File: config.mk
export PLATFORM = sky130hd
export DESIGN_NAME = xmem_mux8_ctrl
export DESIGN_NICKNAME = d
export VERILOG_FILES = /design/src/rtl/xm_pkg.sv /design/src/rtl/xm_phase_timer.sv /design/src/rtl/xm_sequencer.sv /design/src/rtl/xm_pin_drive.sv /design/src/rtl/xm_word_asm.sv /design/src/rtl/xmem_mux8_ctrl.sv
export SDC_FILE = /design/constraint.sdc
export NUM_CORES = 1
export LEC_CHECK = 0
export BUFFER_PORTS_ARGS = -buffer_cell sky130_fd_sc_hd__buf_2
export CAP_MARGIN = 40
export CORE_MARGIN = 2
export CORE_UTILIZATION = 52
export CTS_CLUSTER_DIAMETER = 80
export CTS_CLUSTER_SIZE = 24
export DETAILED_ROUTE_END_ITERATION = 6
export PLACE_DENSITY = 0.79
export SLEW_MARGIN = 0
export SYNTH_ARGS = -nofsm -noshare
export SYNTH_HDL_FRONTEND = slang
export SYNTH_SLANG_ARGS = --single-unit
File: constraint.sdc
create_clock -name clk -period 1.9 [get_ports clk]
set_input_delay 0.38 -clock clk [delete_from_list [all_inputs] [get_ports clk]]
set_output_delay 0.38 -clock clk [all_outputs]
set_load 0.1 [all_outputs]
File: src/rtl/xm_pkg.sv
package xm_pkg;
  typedef enum logic [2:0] {
    ST_IDLE, ST_ADDR, ST_TURN, ST_RD0, ST_RD1, ST_WR, ST_DONE
  } xm_state_e;

  typedef enum logic [1:0] {
    AW_8 = 2'd0, AW_12 = 2'd1, AW_16 = 2'd2, AW_20 = 2'd3
  } xm_awidth_e;

  localparam int ADDR_W  = 20;
  localparam int BYTE_W  = 8;
  localparam int UPPER_W = ADDR_W - 2 * BYTE_W;
endpackage

File: src/rtl/xm_phase_timer.sv
module xm_phase_timer #(
  parameter int CNT_W = 2
) (
  input  logic             clk,
  input  logic             rst,
  input  logic             restart,
  input  logic [CNT_W-1:0] load_val,
  output logic             expired
);
  logic [CNT_W-1:0] cnt_q;

  always_ff @(posedge clk) begin
    if (rst)                cnt_q <= '0;
    else if (restart)       cnt_q <= load_val;
    else if (cnt_q != '0)   cnt_q <= cnt_q - 1'b1;
  end

  assign expired = (cnt_q == '0);
endmodule

File: src/rtl/xm_sequencer.sv
module xm_sequencer
  import xm_pkg::*;
#(
  parameter int BYTE_TICKS = 2,
  parameter int CNT_W      = 2
) (
  input  logic             clk,
  input  logic             rst,
  input  logic             accept,
  input  logic             sleep,
  input  logic             is_write,
  input  logic             expired,
  output xm_state_e        state,
  output xm_state_e        nxt,
  output logic             restart,
  output logic [CNT_W-1:0] load_val
);
  localparam logic [CNT_W-1:0] PHASE_LAST = CNT_W'(BYTE_TICKS - 1);

  always_comb begin
    nxt = state;
    if (!sleep) begin
      unique case (state)
        ST_IDLE: if (accept)  nxt = ST_ADDR;
        ST_ADDR: if (expired) nxt = is_write ? ST_WR : ST_TURN;
        ST_TURN: if (expired) nxt = ST_RD0;
        ST_RD0:  if (expired) nxt = ST_RD1;
        ST_RD1:  if (expired) nxt = ST_DONE;
        ST_WR:   if (expired) nxt = ST_DONE;
        ST_DONE: nxt = ST_IDLE;
        default: nxt = ST_IDLE;
      endcase
    end
  end

  always_comb begin
    unique case (nxt)
      ST_ADDR, ST_RD0, ST_RD1, ST_WR: load_val = PHASE_LAST;
      default:                        load_val = '0;
    endcase
  end

  assign restart = sleep || (nxt != state);

  always_ff @(posedge clk) begin
    if (rst) state <= ST_IDLE;
    else     state <= nxt;
  end
endmodule

File: src/rtl/xm_pin_drive.sv
module xm_pin_drive
  import xm_pkg::*;
(
  input  logic                clk,
  input  logic                rst,
  input  xm_state_e           nxt,
  input  logic                sleep,
  input  logic [ADDR_W-1:0]   addr,
  input  logic [BYTE_W-1:0]   wdata,
  input  logic                is_write,
  input  xm_awidth_e          width,
  output logic [BYTE_W-1:0]   ad_o,
  output logic                ad_oe_o,
  output logic [BYTE_W-1:0]   ahi_o,
  output logic                ahi_oe_o,
  output logic [UPPER_W-1:0]  aup_o,
  output logic                aup_oe_o,
  output logic                ale_o,
  output logic                oe_n_o,
  output logic                wrl_n_o,
  output logic                ce_n_o,
  output logic                ba0_o,
  output logic                done_o
);
  logic               busy, hi_en, up_en;
  logic [BYTE_W-1:0]  ad_d;
  logic               ad_oe_d, ale_d, oe_n_d, wrl_n_d, ba0_d;

  assign busy  = !sleep && (nxt inside {ST_ADDR, ST_TURN, ST_RD0, ST_RD1, ST_WR});
  assign hi_en = busy && (width != AW_8);
  assign up_en = busy && (width == AW_20);

  always_comb begin
    ad_d = '0; ad_oe_d = 1'b0; ale_d = 1'b0;
    oe_n_d = 1'b1; wrl_n_d = 1'b1; ba0_d = 1'b0;
    if (!sleep) begin
      unique case (nxt)
        ST_ADDR: begin
          ale_d = 1'b1; ad_oe_d = 1'b1; ad_d = addr[BYTE_W-1:0];
          ba0_d = is_write & addr[0];
        end
        ST_RD0: oe_n_d = 1'b0;
        ST_RD1: begin oe_n_d = 1'b0; ba0_d = 1'b1; end
        ST_WR: begin
          wrl_n_d = 1'b0; ad_oe_d = 1'b1; ad_d = wdata; ba0_d = addr[0];
        end
        default: ;
      endcase
    end
  end

  always_ff @(posedge clk) begin
    if (rst) begin
      ad_o <= '0; ad_oe_o <= 1'b0; ahi_o <= '0; ahi_oe_o <= 1'b0;
      aup_o <= '0; aup_oe_o <= 1'b0; ale_o <= 1'b0; oe_n_o <= 1'b1;
      wrl_n_o <= 1'b1; ce_n_o <= 1'b1; ba0_o <= 1'b0; done_o <= 1'b0;
    end else begin
      ad_o     <= ad_d;
      ad_oe_o  <= ad_oe_d;
      ahi_o    <= hi_en ? addr[2*BYTE_W-1:BYTE_W] : '0;
      ahi_oe_o <= hi_en;
      aup_o    <= up_en ? addr[ADDR_W-1:2*BYTE_W] : '0;
      aup_oe_o <= up_en;
      ale_o    <= ale_d;
      oe_n_o   <= oe_n_d;
      wrl_n_o  <= wrl_n_d;
      ce_n_o   <= !busy;
      ba0_o    <= ba0_d;
      done_o   <= !sleep && (nxt == ST_DONE);
    end
  end
endmodule

File: src/rtl/xm_word_asm.sv
module xm_word_asm
  import xm_pkg::*;
(
  input  logic                clk,
  input  logic                rst,
  input  xm_state_e           state,
  input  logic                expired,
  input  logic                sleep,
  input  logic [BYTE_W-1:0]   ad_i,
  output logic [2*BYTE_W-1:0] rdata_o
);
  logic [BYTE_W-1:0] lo_q;
  logic              take;

  assign take = expired && !sleep;

  always_ff @(posedge clk) begin
    if (rst) begin
      lo_q    <= '0;
      rdata_o <= '0;
    end else if (take && state == ST_RD0) begin
      lo_q <= ad_i;
    end else if (take && state == ST_RD1) begin
      rdata_o <= {ad_i, lo_q};
    end
  end
endmodule

File: src/rtl/xmem_mux8_ctrl.sv
module xmem_mux8_ctrl
  import xm_pkg::*;
#(
  parameter int BYTE_TICKS = 2
) (
  input  logic                clk,
  input  logic                rst,
  input  logic                req_i,
  input  logic                req_wr_i,
  input  logic [19:0]         req_addr_i,
  input  logic [7:0]          req_wdata_i,
  input  logic [1:0]          width_i,
  input  logic                sleep_i,
  output logic [15:0]         rdata_o,
  output logic                done_o,
  output logic [7:0]          ad_o,
  output logic                ad_oe_o,
  input  logic [7:0]          ad_i,
  output logic [7:0]          ahi_o,
  output logic                ahi_oe_o,
  output logic [3:0]          aup_o,
  output logic                aup_oe_o,
  output logic                ale_o,
  output logic                oe_n_o,
  output logic                wrl_n_o,
  output logic                ce_n_o,
  output logic                ba0_o
);
  localparam int CNT_W = (BYTE_TICKS > 1) ? $clog2(BYTE_TICKS) : 1;

  xm_state_e         state, nxt;
  logic              accept, restart, expired;
  logic [CNT_W-1:0]  load_val;
  logic              wr_q;
  logic [ADDR_W-1:0] addr_q;
  logic [BYTE_W-1:0] wdata_q;
  xm_awidth_e        width_q;

  assign accept = (state == ST_IDLE) && req_i && !sleep_i;

  always_ff @(posedge clk) begin
    if (rst) begin
      wr_q <= 1'b0; addr_q <= '0; wdata_q <= '0; width_q <= AW_8;
    end else if (accept) begin
      wr_q    <= req_wr_i;
      addr_q  <= req_addr_i;
      wdata_q <= req_wdata_i;
      width_q <= xm_awidth_e'(width_i);
    end
  end

  xm_sequencer #(.BYTE_TICKS(BYTE_TICKS), .CNT_W(CNT_W)) u_seq (
    .clk(clk), .rst(rst), .accept(accept), .sleep(sleep_i),
    .is_write(wr_q), .expired(expired), .state(state), .nxt(nxt),
    .restart(restart), .load_val(load_val)
  );

  xm_phase_timer #(.CNT_W(CNT_W)) u_tmr (
    .clk(clk), .rst(rst), .restart(restart), .load_val(load_val),
    .expired(expired)
  );

  xm_pin_drive u_pins (
    .clk(clk), .rst(rst), .nxt(nxt), .sleep(sleep_i),
    .addr(accept ? req_addr_i : addr_q),
    .wdata(accept ? req_wdata_i : wdata_q),
    .is_write(accept ? req_wr_i : wr_q),
    .width(accept ? xm_awidth_e'(width_i) : width_q),
    .ad_o(ad_o), .ad_oe_o(ad_oe_o), .ahi_o(ahi_o), .ahi_oe_o(ahi_oe_o),
    .aup_o(aup_o), .aup_oe_o(aup_oe_o), .ale_o(ale_o), .oe_n_o(oe_n_o),
    .wrl_n_o(wrl_n_o), .ce_n_o(ce_n_o), .ba0_o(ba0_o), .done_o(done_o)
  );

  xm_word_asm u_asm (
    .clk(clk), .rst(rst), .state(state), .expired(expired),
    .sleep(sleep_i), .ad_i(ad_i), .rdata_o(rdata_o)
  );
endmodule

# Yosys cells after proc, flatten, opt, wreduce, memory -nomap -nowiden
# Cells that the tools add are included.
op_classes:
  add_sub_neg: 1
  eq_ne: 13
  muxes: 21
  bitwise: 5
  n_reduce_logical: 23
op_table:
  columns: ["operator", "count"]
  rows:
  - ["$mux W3", 7]
  - ["$mux W20", 1]
  - ["$pmux W8 S2", 1]
  - ["$eq A3 B3 Y1 const B", 5]
  - ["$pmux W3 S5", 1]
  - ["$eq A3 B2 Y1 const B", 4]
  - ["$reduce_or A2 Y1", 6]
  - ["$logic_and A1 B1 Y1", 9]
  - ["$mux W1", 8]
  - ["$mux W8", 1]
  - ["$eq A3 B1 Y1 const B", 2]
  - ["$reduce_bool A5 Y1", 1]
  - ["$not A1 Y1", 4]
  - ["$reduce_or A4 Y1", 1]
  - ["$logic_not A3 Y1", 1]
  - ["$ne A3 B3 Y1", 1]
  - ["$pmux W1 S3", 1]
  - ["$eq A2 B2 Y1 const B", 1]
  - ["$logic_not A1 Y1", 2]
  - ["$mux W2", 1]
  - ["$reduce_and A2 Y1", 1]
  - ["$reduce_bool A2 Y1", 1]
  - ["$and A1 B1 Y1", 1]
  - ["$logic_or A1 B1 Y1", 1]
  - ["$sub A1 B1 Y1 const B", 1]
totals:
  ff_bits: 88
  in_bits: 43
  word_cells: 83

# Depth between registers and ports, before layout
# Gate-level depths: netlist of run 1.
logic_depth:
  word_depth: 12
  mapped_depth: 9

# Modules after synthesis
# A second synthesis of run 1 with hierarchy kept.
unflattened:
  hier_cells: 377
  hier_area_um2: 4215.3
modules_own_cells:
  columns: ["mod", "instances", "cells_per_inst", "area_each_um2", "seq_area_each_um2"]
  rows:
  - ["xmem_mux8_ctrl", 1, 170, 1919.3, 620.6]
  - ["xm_pin_drive", 1, 81, 1016.0, 580.6]
  - ["xm_word_asm", 1, 90, 999.7, 480.5]
  - ["xm_sequencer", 1, 33, 247.7, 60.1]
  - ["xm_phase_timer", 1, 3, 32.5, 20.0]

# Least setup slack after synthesis of run 1
# Ideal clock, no wire load.
synth_timing:
  kind: "input to register"
  start: "input port sleep_i"
  end: "register u_pins.ahi_o[0]"
  setup_ns: 0.130
  t_arrival_ns: 1.568
  t_required_ns: 1.770
  slack_ns: 0.202
  cell_stages: 6
  n_path_buf: 1
  path_cell_list: "buf_4 nor3b_2 nand2_2 or3_1 o2111ai_4 nor3_2"
synth_between:
  elab_chain_cells: 11
synth_lines:
  columns: ["item", "line_no", "rtl"]
  rows:
  - ["start: declaration", "xmem_mux8_ctrl.sv:13", "input logic sleep_i,"]
  - ["$logic_not A1 Y1", null, null]
  - ["$logic_and A1 B1 Y1", "xmem_mux8_ctrl.sv:39", "assign accept = (state == ST_IDLE) && req_i && !sleep_i;"]
  - ["$mux W3", "xm_sequencer.sv:24", "ST_IDLE: if (accept) nxt = ST_ADDR;"]
  - ["$pmux W3 S5", "xm_sequencer.sv:23", "unique case (state)"]
  - ["$mux W3", "xm_sequencer.sv:22", "if (!sleep) begin"]
  - ["$eq A3 B1 Y1, or another cell as far along", "xm_pin_drive.sv:29", "assign busy = !sleep && (nxt inside {ST_ADDR, ST_TURN, ST_RD0, ST_RD1, ST_WR});"]
  - ["$reduce_bool A5 Y1", "xm_pin_drive.sv:29", null]
  - ["$logic_and A1 B1 Y1", "xm_pin_drive.sv:29", null]
  - ["$logic_and A1 B1 Y1", "xm_pin_drive.sv:30", "assign hi_en = busy && (width != AW_8);"]
  - ["$not A1 Y1 (no line)", null, null]
  - ["$reduce_or A2 Y1 (no line)", null, null]
  - ["end signal: assignment", "xm_pin_drive.sv:60", "ahi_o <= hi_en ? addr[2*BYTE_W-1:BYTE_W] : '0;"]
  - ["end: declaration", "xm_pin_drive.sv:14", "output logic [BYTE_W-1:0] ahi_o,"]
# Several ways; a longest one is shown, not always the timed one.
# A chain may end at the register's enable or synchronous reset.

# Final worst setup path of run 1
layout_timing:
  start: "register u_tmr.cnt_q"
  end: "register u_pins.ce_n_o"
layout_between:
  elab_chain_cells: 7
layout_lines:
  columns: ["item", "line_no", "rtl"]
  rows:
  - ["start: declaration", "xm_phase_timer.sv:10", "logic [CNT_W-1:0] cnt_q;"]
  - ["start signal: assignment", "xm_phase_timer.sv:14", "else if (restart) cnt_q <= load_val;"]
  - ["start signal: assignment", "xm_phase_timer.sv:15", "else if (cnt_q != '0) cnt_q <= cnt_q - 1'b1;"]
  - ["$mux W3, on equally long branches", null, null]
  - ["$pmux W3 S5 (*)", "xm_sequencer.sv:23", null]
  - ["$mux W3 (*)", "xm_sequencer.sv:22", null]
  - ["$eq A3 B1 Y1, or another cell as far along", "xm_pin_drive.sv:29", null]
  - ["$reduce_bool A5 Y1 (*)", "xm_pin_drive.sv:29", null]
  - ["$logic_and A1 B1 Y1 (*)", "xm_pin_drive.sv:29", null]
  - ["$logic_not A1 Y1 (*)", "xm_pin_drive.sv:67", "ce_n_o <= !busy;"]
  - ["end signal: assignment", "xm_pin_drive.sv:67", null]
  - ["end: declaration", "xm_pin_drive.sv:21", "output logic ce_n_o,"]
# Every way passes the cells marked *; elsewhere a longest branch is shown, timed or not.

==> results of run 1 <==
-- worst min-delay path: cells and delay by family --
kind	cells	cell delay, ns
AO/OA/AOI/OAI	1	0.05
buffers and inverters	1	0.09
AND/OR/NAND/NOR	1	0.04
-- layer usage --
layer | share of wire | track usage | routed length (um) | up-vias
met2 | 0.52 | 0.348 | 3770 | 81
met5 | 0 | 0 | 0 | -
met4 | 0.0073 | 0.0693 | 53 | 0
met3 | 0.066 | 0.0688 | 483 | 6
li1 | - | - | - | 1388
met1 | 0.41 | 0.248 | 2990 | 1309
-- sequential cells by signal, summed over array words and instances (netlist names), 2 cells and up --
| signal | count |
|---|---|
| addr_q | 20 |
| u_asm.lo_q | 8 |
| u_asm.rdata_o | 16 |
| u_pins.ad_o | 8 |
| u_pins.ahi_o | 8 |
| u_pins.aup_o | 4 |
| u_seq.state | 3 |
| wdata_q | 8 |
| width_q | 2 |
-- report_power, final --
group	switching [mW]	internal (mW)
logic	0.349	0.177
registers	0.0303	1.90
clock network	0.633	0.724
-- per-stage QoR --
stage,util,instance area [um2],power [mW]
after floorplan,-,3360,2.37
after global placement,0.620,3910,2.48
after detailed placement,0.620,3910,2.49
after CTS,0.654,4130,3.84
after global routing,0.655,4140,3.95
final,0.655,4140,3.81
-- layout make-up --
| type | count | area, um2 |
|---|---|---|
| clock buffers | 13 | 169 |
| multi-input cells | 240 | 1450 |
| repair buffers | 107 | 598 |
| fillers | 526 | 2180 |
| flip-flops and latches | 88 | 1760 |
| clock inverters | 3 | 47.5 |
| well taps | 77 | 96.3 |
| inverters | 4 | 15.0 |
-- cell usage in the layout (no fill, tap or decap), types with 2 or more instances in the layout --
cell type  Yosys  routed
nor4b_2        4       4
nor3b_2        2       2
a211oi_1       9       9
nor2_1        46      46
nand2_1       67      67
buf_4          5      19
a21oi_1       35      35
nor3_2         8       9
mux2i_1       29      29
o21ai_0        2       2
nand2b_1       4       4
nor2b_1        2       2
buf_2          6      87
clkbuf_8       0      12
dfxtp_1       88      87
inv_1          4       4
nor3_1         4       3
or3_1          2       2
and3_1         2       2
nand3_1        4       4
-- how the worst max path moves through the flow --
stage / start / endpoint
3_5_place_dp: u_seq.state[2]$_SDFF_PP0_ / u_pins.ce_n_o$_SDFF_PP1_
6_report: u_tmr.cnt_q$_SDFF_PP0_ / u_pins.ce_n_o$_SDFF_PP1_
2_1_floorplan: sleep_i / u_pins.ahi_o[0]$_SDFF_PP0_
3_3_place_gp: sleep_i / u_pins.ce_n_o$_SDFF_PP1_
4_1_cts: u_seq.state[0]$_SDFF_PP0_ / u_pins.ce_n_o$_SDFF_PP1_
5_1_grt: u_seq.state[1]$_SDFF_PP0_ / u_tmr.cnt_q$_SDFF_PP0_
-- cell usage after synthesis, types with 2 or more instances --
cell      number  area share
dfxtp_1       88        0.52
nand2_1       67       0.075
nor2_1        46       0.051
a21oi_1       35       0.052
mux2i_1       29       0.086
clkbuf_1      11       0.012
a211oi_1       9       0.020
nor3_2         8       0.024
buf_2          6      0.0089
buf_4          5       0.011
inv_1          4      0.0045
nand2b_1       4      0.0074
nand3_1        4      0.0060
nor3_1         4      0.0060
nor4b_2        4       0.018
buf_6          3       0.010
and3_1         2      0.0037
nor2b_1        2      0.0037
nor3b_2        2      0.0074
o21a_1         2      0.0045
o21ai_0        2      0.0030
or3_1          2      0.0037
-- logic make-up after synthesis --
logic type             count (synthesis)  share of synthesized area
AO/OA/AOI/OAI                         59                      0.120
buffers and inverters                 30                     0.0480
flip-flops                            88                      0.524
multiplexers                          30                     0.0896
AND/OR/NAND/NOR                      151                      0.219
-- timing repair --
action,CTS,global route
resized for setup,0,3
hold buffers,0,0
endpoints found under the setup margin,0,20
hold endpoints to repair,0,0
==> reports/results.tsv, run 1 <==
metric	value	unit
cp_top_family	simple AND/OR/NAND/NOR gates	
antenna_left	0	
crit_chain	nand2b_1 > nor3_2 > o22ai_1 > buf_4 > and3_4 > or2_2	
reg2regPathDepth	6	
p_leak	1.85	nW
avgViaCountPerCell	5.23	
place_ws	0.111	ns
synth_nets	401	
gp_congestion	0.845	
design.die.area	7130	um2
timing.final.ws_setup	0.144	ns
rsz0062_at_grt	false	
root_buffer	clkbuf_8	
finalNonFillerCells	532	
hold_viol	0	
drc	0	
setup_violations	0	
hpwlAfterDp	5.10	mm
antenna_found_initial	0	
grt_usage	0.206	
drtIter0Drc	154	
holdPathStages	3	
tightestPinTransition	0.614	ns
first_pass_iters	4	
yosysWarnings	0	
grt.overflow.total	0	
start_kind	register	
hp-class	primary input to register	
status	completed	
htreeDepth	3	
nets	493	
critPathArrivalTime	1.99	ns
drive_gt1_frac	0.325	
clock_sinks	88	
power_density	922	nW/um2
ir_worst_vdd	0.552	mV
r2r_setup_slack	0.14	ns
coreArea	6310	um2
clkTransAtPathRegs	0.08	ns
path_max_fanout	15	
min_period	1.76	ns
cp.required	2.13	ns
path_depth	6	
async_reset_ff_frac	0	
clk_latency	0.35	ns
die_w	84.4	um
worst-setup-path-type	register to register	
initial_core_util	0.533	
yosysSeqAreaShare	0.524	
avgRoutedWirePerCell	13.7	um
max_stage_delay	0.36	ns
io_buffers	87	
via_count	2784	
finalMaxSlewViolations	0	
grt_pass1_wl	11.9	mm
avgSynthCellArea	9.40	um2
netlist_area	3360	um2
critPathCaptureType	register	
io_pins	88	
max_cap_viol_count	0	
hold_ws	0.264	ns
ys_types	41	
cts_tree	done	
grt_max_degree	61	
wl	7.30	mm
worstReg2RegStart	u_tmr.cnt_q$_SDFF_PP0_	
grt_pass1_vias	2696	
r2r-end	u_pins.ce_n_o$_SDFF_PP1_	
holdPathEnd	wdata_q[4]$_SDFF_PP0_	
die_y	84.4	um
area_delta_synth_final	22.9	%
dp_cells	516	
cp_num_buf_inv	1	
num_antenna_cells	0	
tns	0	ns
synth_edf_count	0	
synth_cells	358	
final.period_utilization	0.924	
row_count	29	
cts_buffers	9	
slowest_stage	dfxtp_1	
hp-start	req_wdata_i[4]	
post_cts.repair.setup_buffers	0	
ys_ff_latch	88	
clk_path_buf_depth	2	
ys.flop_type	dfxtp_1	
final.setup_skew	0.00908	ns
fmax	569	MHz
slew_headroom	0.590	
No activity file was read; power rests on OpenSTA's default activity.
==> inputs of run 2 (changes only) <==
Clock period 1.9 ns to 1.8 ns, I/O delays scaled along.
==> reports/results.tsv, run 2 (synthesis gave the netlist of run 1 again) <==
metric	value	unit	change
status	completed		
grt_max_degree	61		unchanged
largestRegisters	addr_q x20, u_asm.rdata_o x16		
grt_pass1_vias	2596		-3.7%
path_depth	6		unchanged
worstReg2RegStart	u_tmr.cnt_q$_SDFF_PP0_		
gp_congestion	0.947		+12%
crit_chain	nand2b_1 > nor3_2 > o22ai_1 > buf_4 > and3_4 > or2_2		
r2r-end	u_pins.ce_n_o$_SDFF_PP1_		
setup_violations	0		unchanged
design.die.area	7130	um2	unchanged
cts_buffers	9		unchanged
reg2regPathDepth	6		unchanged
io_buffers	87		unchanged
grt.overflow.total	0		unchanged
min_period	1.70	ns	-0.0516 ns
place_area	3920	um2	+0.26%
hold_viol	0		unchanged
ir_worst_vdd	0.743	mV	+35%
area_delta_synth_final	24.6	%	
coreArea	6310	um2	unchanged
grt_pass1_wl	12.0	mm	+0.52%
clkTransAtPathRegs	0.09	ns	about the same
ctsHoldBuffers	0		unchanged
rsz0062_at_grt	false		
io_pins	88		unchanged
power_density	992	nW/um2	+7.6%
cts_tree	done		
cp.required	2.04	ns	-0.09 ns
avgViaCountPerCell	5.22		-0.25%
cp_num_buf_inv	1		unchanged
row_count	29		unchanged
initial_core_util	0.533		unchanged
timing.final.ws_setup	0.0953	ns	-0.0484 ns
final.setup_skew	0.0121	ns	+0.00307 ns
startpoint	u_tmr.cnt_q$_SDFF_PP0_		
start_kind	register		
drive_gt1_frac	0.336		+0.0102
path_max_fanout	15		unchanged
cp_top_family	simple AND/OR/NAND/NOR gates		
stdcell_area	4190	um2	+1.3%
first_pass_iters	4		unchanged
holdPathStages	3		unchanged
nets	497		+0.81%
avgRoutedWirePerCell	13.9	um	+1.1%
antenna_found_initial	0		unchanged
p_leak	1.88	nW	+1.7%
die_y	84.4	um	unchanged
slowest_stage	dfxtp_1		
hp-class	primary input to register		
die_w	84.4	um	unchanged
root_buffer	clkbuf_8		
critPathArrivalTime	1.94	ns	-0.05 ns
max_cap_viol_count	0		unchanged
hpwlAfterDp	5.32	mm	+4.3%
critPathCaptureType	register		
largest_reg_flops	20		unchanged
wl	7.44	mm	+1.9%
via_count	2798		+0.50%
endpoint	u_pins.ce_n_o$_SDFF_PP1_		
antenna_left	0		unchanged
finalMaxSlewViolations	0		unchanged
drc	0		unchanged
worst-setup-path-type	register to register		
r2r_setup_slack	0.1	ns	-0.05 ns
final_common_cell	buf_2		
drtIter0Drc	138		-10%
num_antenna_cells	0		unchanged
slew_headroom	0.600		+0.00929
clk_latency	0.35	ns	about the same
final.period_utilization	0.947		+0.0227
final_cell_mix	buf_2, dfxtp_1, nand2_1		
place_ws	-0.00360	ns	-0.115 ns
fmax	587	MHz	+3.0%
htreeDepth	3		unchanged
regMostFlops	addr_q		
clk_path_buf_depth	2		unchanged
tightestPinTransition	0.600	ns	-0.0139 ns
clock_sinks	88		unchanged
max_stage_delay	0.38	ns	+0.02 ns
grt_usage	0.209		+0.00322
==> run 2: worst min-delay path by stage <==
stage / from / to / slack, ns
2_1_floorplan: u_asm.lo_q[0]$_SDFFE_PP0P_ / u_asm.rdata_o[0]$_SDFFE_PP0P_ / 0.43
3_3_place_gp: u_asm.rdata_o[0]$_SDFFE_PP0P_ / u_asm.rdata_o[0]$_SDFFE_PP0P_ / 0.44
3_5_place_dp: u_asm.rdata_o[11]$_SDFFE_PP0P_ / u_asm.rdata_o[11]$_SDFFE_PP0P_ / 0.44
4_1_cts: req_wdata_i[6] / wdata_q[6]$_SDFF_PP0_ / 0.23
5_1_grt: req_wdata_i[6] / wdata_q[6]$_SDFF_PP0_ / 0.24
6_report: req_wdata_i[6] / wdata_q[6]$_SDFF_PP0_ / 0.24
==> run 2: final cells by class <==
cell class | count | area, um2
repair buffers | 111 | 628
clock inverters | 6 | 103
well taps | 77 | 96.3
fillers | 528 | 2120
flip-flops and latches | 88 | 1760
multi-input cells | 240 | 1450
inverters | 4 | 15.0
clock buffers | 10 | 138
==> run 2: repair_timing <==
action                     4_1_cts  5_1_grt
setup endpoints to repair        0       23
resized for setup                0        4
setup buffers                    0        1
==> run 2: per-stage QoR <==
step                      total power, mW   util  instances  setup TNS, ns  hold WS (ns)
after floorplan                      2.50      -        358              0         0.432
after global placement               2.62  0.621        519              0         0.439
after detailed placement             2.64  0.621        519       -0.00360         0.444
after CTS                            4.19  0.659        535              0         0.227
after global routing                 4.30  0.664        536              0         0.244
final                                4.16  0.664        536              0         0.244
==> run 2: routing by layer <==
metal / GRT usage / wire (um)
met1: 0.264 / 3180
met5: 0 / 0
met3: 0.0659 / 538
met2: 0.338 / 3580
met4: 0.0794 / 147
==> run 2: tightest hold or removal path, delay by kind of cell <==
family	cells	cell delay (ns)
AO/OA/AOI/OAI	1	0.05
buffers and inverters	1	0.09
AND/OR/NAND/NOR	1	0.05
==> run 2: power breakdown <==
part,switching (mW),internal [mW]
Sequential,0.0304,2.01
Clock,0.715,0.841
Combinational,0.375,0.190
==> inputs of run 3 (changes only) <==
Settings changed: MAX_ROUTING_LAYER from default to met4.
==> reports/results.tsv, run 3 (synthesis gave the netlist of run 1 again) <==
metric	value	unit	change
hp-start	req_wdata_i[5]		
final.setup_skew	0.00777	ns	-0.00437 ns
holdPathStages	3		unchanged
slew_headroom	0.586		-0.0139
area_delta_synth_final	23.9	%	
antenna_found_initial	0		unchanged
die_y	84.4	um	unchanged
path_max_fanout	7		-8
io_pins	88		unchanged
clk_latency	0.35	ns	about the same
avgRoutedWirePerCell	14.0	um	+0.55%
hp-class	primary input to register		
holdPathEnd	wdata_q[5]$_SDFF_PP0_		
htreeDepth	3		unchanged
cts_tree	done		
status	completed		
cp.required	2.04	ns	about the same
seq_area	1760	um2	about the same
critPathArrivalTime	1.93	ns	about the same
drive_gt1_frac	0.336		unchanged
nets	497		unchanged
fillers	553		+4.7%
start_kind	register		
hpwlAfterDp	5.30	mm	-0.43%
wl	7.48	mm	+0.55%
fmax	591	MHz	+0.78%
avgViaCountPerCell	5.17		-0.89%
grt_pass1_wl	12.4	mm	+3.3%
num_antenna_cells	0		unchanged
critPathCaptureType	register		
setup_violations	0		unchanged
place_area	3920	um2	unchanged
hold_viol	0		unchanged
r2r_setup_slack	0.11	ns	about the same
place_ws	0.0198	ns	+0.0234 ns
cts_buffers	9		unchanged
finalMaxSlewViolations	0		unchanged
post_cts.repair.setup_buffers	0		unchanged
antenna_left	0		unchanged
r2r-end	u_pins.ce_n_o$_SDFF_PP1_		
first_pass_iters	4		unchanged
root_buffer	clkbuf_8		
via_count	2773		-0.89%
reg2regPathDepth	6		unchanged
grt_usage	0.223		+0.0135
drc	0		unchanged
grt_max_degree	61		unchanged
multi_input_area	1460	um2	+1.1%
coreArea	6310	um2	unchanged
drtIter0Drc	142		+2.9%
timing.final.ws_setup	0.108	ns	+0.0132 ns
p_leak	1.86	nW	-0.95%
stdcell_area	4170	um2	-0.57%
rsz0062_at_grt	true		
worst-setup-path-type	register to register		
design.die.area	7130	um2	unchanged
grt_pass1_vias	2661		+2.5%
final.period_utilization	0.940		-0.00731
initial_core_util	0.533		unchanged
regMostFlops	addr_q		
largestRegisters	addr_q x20, u_asm.rdata_o x16		
largest_reg_flops	20		unchanged
max_cap_viol_count	0		unchanged
clk_path_buf_depth	2		unchanged
grt.overflow.total	0		unchanged
worstReg2RegStart	u_seq.state[1]$_SDFF_PP0_		
min_period	1.69	ns	-0.0132 ns
die_w	84.4	um	unchanged
clock_sinks	88		unchanged
final_cell_mix	dfxtp_1, buf_2, nand2_1		
ir_worst_vdd	0.667	mV	-10%
power_density	985	nW/um2	-0.71%
io_buffers	87		unchanged
gp_congestion	0.901		-4.8%
row_count	29		unchanged
clkTransAtPathRegs	0.09	ns	about the same
tightestPinTransition	0.621	ns	+0.0208 ns
tns	0	ns	unchanged
## run 3: cell count changes in the layout (fill, tap and decap cells not counted), sizes merged
cell	before	now
clkinv	3	0
clkbuf	10	12
and3	3	4
buf	111	110
clkinvlp	0	1
## run 3: metal layers
metal,routed length [um],GRT usage,vias up
met2,3540,0.341,74
met5,0,-,-
met1,3330,0.285,1294
met4,122,0.0750,0
met3,480,0.0639,12
li1,-,-,1393
## run 3: how the worst max path moves through the flow
stage,start,to,slack (ns),cells after the start
floorplan,sleep_i,u_pins.ahi_o[0]$_SDFF_PP0_,0.12,6
global route,u_seq.state[1]$_SDFF_PP0_,u_pins.ce_n_o$_SDFF_PP1_,0.002,6
detailed placement,sleep_i,u_pins.ce_n_o$_SDFF_PP1_,0.02,6
finish,u_seq.state[1]$_SDFF_PP0_,u_pins.ce_n_o$_SDFF_PP1_,0.11,6
CTS,u_seq.state[2]$_SDFF_PP0_,u_pins.ad_o[0]$_SDFF_PP0_,0.04,6
global placement,sleep_i,u_pins.ce_n_o$_SDFF_PP1_,0.05,6
## run 3: layout make-up
| type | count | area share |
|---|---|---|
| multi-input combinational | 241 | 0.351 |
| clock inverter | 4 | 0.0183 |
| inverter | 4 | 0.00360 |
| clock buffer | 12 | 0.0348 |
| tap | 77 | 0.0231 |
| timing repair buffer | 110 | 0.146 |
| sequential | 88 | 0.423 |
## run 3: repair_timing
| item | CTS | global route |
|---|---|---|
| setup endpoints to repair | 0 | 25 |
| gates resized for setup | 0 | 7 |
| hold buffers | 0 | 0 |
## run 3: where the power goes
part           switching, mW  total [mW]  internal [mW]  leakage (nW)
Clock                  0.671        1.50          0.826         0.107
Sequential            0.0289        2.03           2.01         0.714
Combinational          0.381       0.573          0.192          1.04
Total                   1.08        4.10           3.02          1.86
## run 3: stage by stage
stage	cells	util	total power [mW]	hold slack (ns)
floorplan	358	-	2.50	0.432
global placement	519	0.621	2.62	0.439
detailed placement	519	0.621	2.63	0.448
CTS	535	0.656	4.12	0.228
global route	536	0.660	4.27	0.236
finish	536	0.660	4.10	0.241
## run 3: critical path: stages, from the launching register on
cell and delay (ns):
dfxtp_1 0.46, buf_4 0.20, nand2_1 0.07, o22ai_1 0.20, buf_4 0.21, o21ai_2 0.13, or2_2 0.31
